$ cat src/rtl/i2s_clk_pkg.sv
package i2s_clk_pkg;

   typedef enum logic [1:0] {
      FR_BASE = 2'b00,
      FR_X2   = 2'b01,
      FR_X4   = 2'b10,
      FR_RSVD = 2'b11
   } frame_ratio_e;

   // Extra left shift applied to the base frame ratio; the reserved code
   // behaves as the largest ratio.
   function automatic int unsigned ratio_shift(frame_ratio_e sel);
      case (sel)
         FR_BASE: return 0;
         FR_X2:   return 1;
         default: return 2;
      endcase
   endfunction

endpackage

$ cat src/rtl/i2s_sclk_div.sv
module i2s_sclk_div #(
   parameter int unsigned HALF_LO = 1,
   parameter int unsigned HALF_HI = 2
) (
   input  logic mclk,
   input  logic rst_n,
   input  logic run,
   input  logic sel_hi,
   output logic sclk,
   output logic fall_tick
);

   localparam int unsigned CW = (HALF_HI > 1) ? $clog2(HALF_HI) : 1;

   logic [CW-1:0] cnt_q;
   logic          sclk_q;
   logic [CW-1:0] half_m1;
   logic          term;

   assign half_m1   = sel_hi ? CW'(HALF_HI - 1) : CW'(HALF_LO - 1);
   assign term      = (cnt_q == half_m1);
   assign fall_tick = run & term & sclk_q;
   assign sclk      = sclk_q;

   always_ff @(posedge mclk or negedge rst_n) begin
      if (!rst_n) begin
         cnt_q  <= '0;
         sclk_q <= 1'b0;
      end else if (!run) begin
         cnt_q  <= '0;
         sclk_q <= 1'b0;
      end else if (term) begin
         cnt_q  <= '0;
         sclk_q <= ~sclk_q;
      end else begin
         cnt_q  <= cnt_q + 1'b1;
      end
   end


   sclk_low_at_start_chk: assert property (@(posedge mclk) disable iff (!rst_n)
      (run && !$past(run)) |-> !sclk_q);


   half_hold_chk: assert property (@(posedge mclk) disable iff (!rst_n)
      (run && $past(run) && !$past(term)) |-> $stable(sclk_q));

endmodule

$ cat src/rtl/i2s_frame_div.sv
module i2s_frame_div
   import i2s_clk_pkg::*;
#(
   parameter int unsigned BASE_LOG2 = 5
) (
   input  logic         mclk,
   input  logic         rst_n,
   input  logic         en,
   input  logic         sel_hi_in,
   input  frame_ratio_e ratio_in,
   input  logic         fall_tick,
   output logic         run,
   output logic         sel_hi,
   output logic         lrclk,
   output logic         frame_start
);

   localparam int unsigned CNT_W = BASE_LOG2 + 2;

   logic               run_q;
   logic               lr_q;
   logic               fs_q;
   logic               sel_hi_q;
   frame_ratio_e       ratio_q;
   logic [CNT_W-1:0]   cnt_q;
   logic [CNT_W:0]     ratio_len;
   logic               at_last;
   logic               at_mid;

   assign ratio_len = (CNT_W + 1)'(1) << (BASE_LOG2 + ratio_shift(ratio_q));
   assign at_last   = ({1'b0, cnt_q} == (ratio_len - 1'b1));
   assign at_mid    = ({1'b0, cnt_q} == ((ratio_len >> 1) - 1'b1));

   always_ff @(posedge mclk or negedge rst_n) begin
      if (!rst_n) begin
         run_q    <= 1'b0;
         lr_q     <= 1'b0;
         fs_q     <= 1'b0;
         sel_hi_q <= 1'b0;
         ratio_q  <= FR_BASE;
         cnt_q    <= '0;
      end else begin
         fs_q <= 1'b0;
         if (!run_q) begin
            lr_q  <= 1'b0;
            cnt_q <= '0;
            if (en) begin
               run_q    <= 1'b1;
               fs_q     <= 1'b1;
               sel_hi_q <= sel_hi_in;
               ratio_q  <= ratio_in;
            end
         end else if (fall_tick) begin
            if (at_last) begin
               cnt_q <= '0;
               lr_q  <= 1'b0;
               if (en) begin
                  fs_q     <= 1'b1;
                  sel_hi_q <= sel_hi_in;
                  ratio_q  <= ratio_in;
               end else begin
                  run_q <= 1'b0;
               end
            end else begin
               cnt_q <= cnt_q + 1'b1;
               if (at_mid) lr_q <= 1'b1;
            end
         end
      end
   end

   assign run         = run_q;
   assign sel_hi      = sel_hi_q;
   assign lrclk       = lr_q;
   assign frame_start = fs_q;


   cfg_hold_chk: assert property (@(posedge mclk) disable iff (!rst_n)
      !fs_q |-> ($stable(sel_hi_q) && $stable(ratio_q)));


   stop_only_at_end_chk: assert property (@(posedge mclk) disable iff (!rst_n)
      $fell(run_q) |-> ($past(at_last) && $past(fall_tick)));

endmodule

$ cat src/rtl/i2s_clk_gen.sv
module i2s_clk_gen
   import i2s_clk_pkg::*;
#(
   parameter int unsigned SCLK_DIV_LO = 2,
   parameter int unsigned SCLK_DIV_HI = 4,
   parameter int unsigned LR_BASE_LOG2 = 5
) (
   input  logic       mclk,
   input  logic       rst_n,
   input  logic       en,
   input  logic       sclk_div4,
   input  logic [1:0] frame_ratio,
   output logic       sclk,
   output logic       lrclk,
   output logic       frame_start
);

   localparam int unsigned HALF_LO = SCLK_DIV_LO / 2;
   localparam int unsigned HALF_HI = SCLK_DIV_HI / 2;

   generate
      if (SCLK_DIV_LO < 2 || (SCLK_DIV_LO % 2) != 0 ||
          SCLK_DIV_HI < SCLK_DIV_LO || (SCLK_DIV_HI % 2) != 0) begin : g_bad_div
         $error("bit clock divisors must be even, at least 2, and ordered");
      end
      if (LR_BASE_LOG2 < 1 || LR_BASE_LOG2 > 12) begin : g_bad_ratio
         $error("word clock base ratio out of range");
      end
   endgenerate

   logic run;
   logic sel_hi;
   logic fall_tick;

   i2s_sclk_div #(
      .HALF_LO (HALF_LO),
      .HALF_HI (HALF_HI)
   ) u_bit (
      .mclk      (mclk),
      .rst_n     (rst_n),
      .run       (run),
      .sel_hi    (sel_hi),
      .sclk      (sclk),
      .fall_tick (fall_tick)
   );

   i2s_frame_div #(
      .BASE_LOG2 (LR_BASE_LOG2)
   ) u_frame (
      .mclk        (mclk),
      .rst_n       (rst_n),
      .en          (en),
      .sel_hi_in   (sclk_div4),
      .ratio_in    (frame_ratio_e'(frame_ratio)),
      .fall_tick   (fall_tick),
      .run         (run),
      .sel_hi      (sel_hi),
      .lrclk       (lrclk),
      .frame_start (frame_start)
   );


   lr_on_fall_chk: assert property (@(posedge mclk) disable iff (!rst_n)
      !$stable(lrclk) |-> $fell(sclk));


   fs_single_chk: assert property (@(posedge mclk) disable iff (!rst_n)
      frame_start |=> !frame_start);


   fs_left_chk: assert property (@(posedge mclk) disable iff (!rst_n)
      frame_start |-> !lrclk);


   park_low_chk: assert property (@(posedge mclk) disable iff (!rst_n)
      !run |-> (!sclk && !lrclk && !frame_start));

endmodule

$ cat config.mk
export PLATFORM = sky130hd
export DESIGN_NAME = i2s_clk_gen
export DESIGN_NICKNAME = d
export VERILOG_FILES = /design/src/rtl/i2s_clk_pkg.sv /design/src/rtl/i2s_sclk_div.sv /design/src/rtl/i2s_frame_div.sv /design/src/rtl/i2s_clk_gen.sv
export SDC_FILE = /design/constraint.sdc
export NUM_CORES = 1
export LEC_CHECK = 0
export BUFFER_PORTS_ARGS = -buffer_cell sky130_fd_sc_hd__buf_2
export CAP_MARGIN = 20
export CORE_MARGIN = 3
export CORE_UTILIZATION = 50
export CTS_CLUSTER_SIZE = 24
export DETAILED_ROUTE_END_ITERATION = 8
export PLACE_DENSITY_LB_ADDON = 0.05
export SLEW_MARGIN = 20
export SYNTH_ARGS = -nofsm -noshare
export SYNTH_HDL_FRONTEND = slang
export SYNTH_SLANG_ARGS = --single-unit
$ cat constraint.sdc
create_clock -name mclk -period 2.5 [get_ports mclk]
set_input_delay 0.75 -clock mclk [delete_from_list [all_inputs] [get_ports mclk]]
set_output_delay 0.75 -clock mclk [all_outputs]
set_load 0.05 [all_outputs]
; ---- Word level (Yosys, flattened, before mapping)
; Index checks and enable logic that the tools add are counted.
[op_classes]
n_reduce_logical = 3
n_bitwise = 3
div_mod_pow = 0
n_shift = 1
eq_ne = 8
n_lt_le_gt_ge = 0
n_mul = 0
addsub = 5
n_mux = 28
[op_table]
columns = operator, n
row1 = $shl 1x32->8 const A, 1
row2 = $mux 7, 3
row3 = $mux 1, 20
row4 = $eq 7x8->1, 2
row5 = $mux 2, 4
row6 = $sub 7x1->8 const B, 1
row7 = $sub 8x1->8 const B, 1
row8 = $add 7x1->7 const B, 1
row9 = $ne 2x2->1 const B, 3
row10 = $add 3x2->4 const A, 1
row11 = $pmux 2 s2, 1
row12 = $reduce_and 2->1, 2
row13 = $ne 3x3->1 const B, 1
row14 = $and 1x1->1, 2
row15 = $eq 2x1->1 const B, 1
row16 = $logic_not 2->1, 1
row17 = $add 1x1->1 const B, 1
row18 = $eq 1x1->1, 1
row19 = $not 1->1, 1
[word_totals]
n_memories = 0
romBits = 0
output_inout_bits = 3
elab_cells = 56
input_bits = 6
register_bits = 15
ram_bits = 0
latch_bits = 0

; ---- Depth between registers and ports, before layout
[depth]
word_depth = 10
ltp_mapped = 8
depth_no_buf = 6

; ---- Modules after synthesis
; Synthesis repeated with hierarchy kept, for this count alone.
[unflattened]
hier_cells = 82
hier_area_um2 = 827.0
[by_module_without_submodules]
columns = mod, area_per_inst_um2, seq_area_each_um2, instances, cells_per_inst
row1 = i2s_frame_div, 732.0, 325.3, 1, 74
row2 = i2s_sclk_div, 95.1, 50.0, 1, 8

; ---- Worst setup path before layout
; OpenSTA, ideal clock, no wires.
[synth_path]
path_type = register to register
startpoint = reg u_frame.ratio_q[1]
endpoint = reg u_frame.ratio_q[0]
path_stages_with_launch = 6
path_slack_ns = 0.640
arrival_time_ns = 1.736
required_ns = 2.376
setup_ns = 0.124
period_less_slack_ns = 1.860
cell_sequence = dfrtp_1 buf_6 or3_4 a2111oi_4 mux2i_1 a211o_1
[synth_via]
elab_chain_cells = 8
[synth_lines]
columns = item, line_no
row1 = from (decl), i2s_frame_div.sv:24  ; frame_ratio_e ratio_q;
row2 = from (signal assigned), i2s_frame_div.sv:51  ; ratio_q <= ratio_in;
row3 = from (signal assigned), i2s_frame_div.sv:60  ; ratio_q <= ratio_in;
row4 = $eq 2x1->1 / $logic_not 2->1 (equally long branches), i2s_clk_pkg.sv:13  ; case (sel)
row5 = $pmux 2 s2 (*), i2s_clk_pkg.sv:13
row6 = $add 3x2->4 (*), i2s_frame_div.sv:30  ; assign ratio_len = (CNT_W + 1)'(1) << (BASE_LOG2 + ratio_shift(ratio_q));
row7 = $shl 1x32->8 (*), i2s_frame_div.sv:30
row8 = $sub 8x1->8 (*), i2s_frame_div.sv:31  ; assign at_last = ({1'b0, cnt_q} == (ratio_len - 1'b1));
row9 = $eq 7x8->1 (*), i2s_frame_div.sv:31
row10 = $ne 2x2->1 (no source line) (*), n/a
row11 = $reduce_and 2->1 (no source line) (*), n/a
; Mark *: on every way between the ends. The rest lies on a longest branch, timed or not.
; A chain may end at the register's enable or synchronous reset.

; ---- Worst setup path in the final report
[layout_path]
startpoint = reg u_frame.sel_hi_q, in the netlist u_frame.sel_hi
endpoint = reg u_frame.cnt_q[5]
[layout_via]
elab_chain_cells = 5
[layout_lines]
columns = item, line_no
row1 = from (decl), i2s_frame_div.sv:23  ; logic sel_hi_q;
row2 = from (signal assigned), i2s_frame_div.sv:50  ; sel_hi_q <= sel_hi_in;
row3 = from (signal assigned), i2s_frame_div.sv:59  ; sel_hi_q <= sel_hi_in;
row4 = $mux 1, i2s_sclk_div.sv:20  ; assign half_m1 = sel_hi ? CW'(HALF_HI - 1) : CW'(HALF_LO - 1);
row5 = $eq 1x1->1, i2s_sclk_div.sv:21  ; assign term = (cnt_q == half_m1);
row6 = $and 1x1->1 (2 in series), i2s_sclk_div.sv:22  ; assign fall_tick = run & term & sclk_q;
row7 = $ne 2x2->1 (no source line), n/a
row8 = to (signal assigned), i2s_frame_div.sv:65  ; cnt_q <= cnt_q + 1'b1;
row9 = to (decl), i2s_frame_div.sv:25  ; logic [CNT_W-1:0] cnt_q;
; No other way between the ends.

==> summary.txt <==
Floorplan
  • Die area: 2204 sq um
  • Die W: 46.95 microns
  • Placement Rows: 14
  • Die height: 46.95 microns
  • Starting Density: 54.38%
  • I/O pin cnt: 9
  • Core Box Area: about 1500 sq um

Layout
  • Ant diodes: 0
  • Non-Filler Instances: 107
  • Most frequent cells in the layout: 15 x dfrtp_1, 8 x nand2_1, 8 x nor2_1, 8 x buf_2, 5 x xnor2_1
  • Layout net count: 100
  • Commonest non-fill, non-tap cell in the layout: dfrtp_1
  • Final Cell Area: 898.4 sq um
  • Layout area overhead: 7.164%
  • Layout cells sized above 1: between 15 and 20%
  • Fin util: around three fifths

Drt
  • Routed WL per cell: 15.87 microns
  • Vias: ~650
  • DRT Wirelength: 1698 microns
  • Drt pass-1 iters: 4
  • Iter 0 DRT Violations: 15
  • Antenna Violating Nets Remaining: 0
  • Via density: 6.093
  • # DRC: 0

Synthesis
  • Synth Area in XOR/XNOR: 7.313%
  • Post-synthesis mux area share: 3.582%
  • Main combinational cell family by area after synthesis: compound AO/OA/AOI/OAI gates
  • Compound-Gate Fraction of Synth Area: 20.15%
  • Post-synthesis adder-cell area fraction: 2.985%
  • Warnings from Yosys: 0
  • Library cells used by synthesis: 26
  • Synthesized area: 838.3 sq um
  • Mean post-synth cell area: 9.980 sq um
  • #FFs+latches synth: 15
  • Mapped Nets: 92
  • Synth Area in Simple Gates: 16.27%
  • Register area share after synthesis: 44.78%
  • Post-synthesis cell count: 84

Clock tree
  • Clk sinks: 15
  • Max Buffers Root-to-Sink: 2
  • CTS Root Cell: clkbuf_4
  • CTS buffer count: 3
  • Htree depth: 1
  • Cts repair resizes: 0
  • Worst-skew pair later-pin latency: 280 ps
  • TritonCTS clock tree: built
  • Hold_buf cts: 0
  • Postcts setup bufs: 0
  • Clock-pin slew on the worst setup and hold paths: 90 ps

Setup path
  • CP Max Fanout: 13
  • Critical-path cell list: ha_1 -> nand2_1 -> a211oi_1 -> xnor2_1 -> nor2_1
  • Worst path slowest cell: a211oi_1
  • R2r setup slk: 530 ps
  • CP Data Required Time: 2680 ps
  • CP Class: flop to flop
  • Max stage delay on crit path: approximately 470 ps
  • Data arrival time of the critical path: 2150 ps
  • Critical Path End Type: flop
  • CP startpoint kind: flop

Place
  • Post-DP HPWL: 1235 microns
  • Placed insts: roughly 100
  • DP Area: 872.1 sq um
  • Count of input and output buffers: 8
  • Post-Place Setup Slack: roughly 540 ps
  • Final RePlAce weighted congestion: 0.7321

Pwr
  • PnR Total Power: 0.3930 mW
  • Power Dens Cells: between 400 and 500 nW/um^2
  • Maximum VDD drop: about 0.28 mV
  • LEAKAGE: ~0.37 nW

Min path
  • Hold WC Path Type: primary input to asynchronous set/reset pin

Global route
  • Tot GR Track Use: roughly 18%
  • Largest net degree at the start of global routing: 16
  • First-pass GRT wire length: 2815 microns
  • Vias in the first global route: 620
  • Antenna violations before repair: 0
  • Total grt overflow: 0

Timing
  • RSZ-0062 raised after global routing: no
  • Max-Slew Margin vs Limit: 67.67%
  • Max Clk Rate: 0.5066 GHz
  • Slew Viols, Final: 0
  • Final WS setup: around 530 ps
  • Hold Slack: 357.8 ps
  • Min cycle time layout: between 1500 and 2000 ps
  • Crit share post-route: 78.95%
  • Worst-margin pin slew: 484.9 ps
  • Hold Fails Final Rpt: 0
  • Worst Skew: 4.719 ps
  • Setup TNS Final: 0 ps
  • Final setup fails: 0

Job
  • Max Cap Viol: 0

Status
  • Status: finished, final reports clean
cells by family after synthesis:
logic type / count (synthesis)
compound gates: 20
xor+xnor: 7
fa+ha+maj: 2
buf+inv: 9
flops: 15
mux: 3
simple gates: 28
final timing paths:
check                          startpoint               end  depth (start not counted)
max                        u_frame.sel_hi  u_frame.cnt_q[5]                          5
min                                 rst_n       u_frame.run                          1
max reg2reg                u_frame.sel_hi  u_frame.cnt_q[5]                          5
min reg2reg                 u_frame.lrclk     u_frame.lrclk                          2
max in group asynchronous           rst_n  u_frame.cnt_q[4]                          1
min in group mclk           u_frame.lrclk     u_frame.lrclk                          2
flip-flops by register name (all words and copies together) (netlist names):
register             cells
u_bit.cnt_q              1
u_bit.sclk               1
u_frame.ratio_q          2
u_frame.lrclk            1
u_frame.frame_start      1
u_frame.cnt_q            7
u_frame.sel_hi           1
u_frame.run              1
cell type report:
class	count	area, sq um
multi-input combinational	60	421.7
clock buffer	4	26.28
timing repair buffer	8	40.04
sequential	15	375.4
fill	141	643.1
tap	16	20.02
inverter	4	15.01
worst max-delay path: cells and delay by family, from the launching register on:
family | cells | cell delay [ps]
AO/OA/AOI/OAI | 1 | 470
XOR/XNOR | 1 | 170
adder cells (fa/ha/maj) | 1 | 430
flip-flops | 1 | 420
AND/OR/NAND/NOR | 2 | 380
per-layer routing:
layer | global-route usage, % | wire [microns] | share of wire, % | vias to the layer above
met4 | 6.630 | 27 | 1.6 | 0
met5 | 0 | 0 | 0 | -
met2 | 29.00 | 788 | 46 | 11
met3 | 3.831 | 52 | 3.1 | 4
li1 | - | - | - | 314
met1 | 24.88 | 829 | 49 | 323
synthesized netlist by cell type (all sizes together):
library cell  instances  area (sq um)
clkbuf                4         15.01
nand4                 3         18.77
nand3                 4         20.02
nor2                  8         30.03
or3                   3         25.03
inv                   4         15.01
a211o                 3         26.28
buf                   1         11.26
a32o                  3         30.03
ha                    2         25.02
xor2                  2         17.52
a31o                  1         8.760
nand2                 8         30.03
xnor2                 5         43.79
a2111oi               1         27.53
o21ai                 2         10.01
and2                  2         12.51
a21oi                 4         20.02
a21boi                1         7.510
dfrtp                15         375.4
a211oi                3         22.52
mux2i                 3         30.03
o31ai                 1         7.510
a2bb2oi               1         8.760
report_power, final:
part	leakage, nW	internal [mW]	total (mW)	switching, mW
logic	0.177	0.00302	0.0113	0.00827
clock network	0.0150	0.0619	0.139	0.0774
registers	0.174	0.242	0.242	0
total	0.366	0.307	0.393	0.0856
Power figures use the tool's default switching activity.
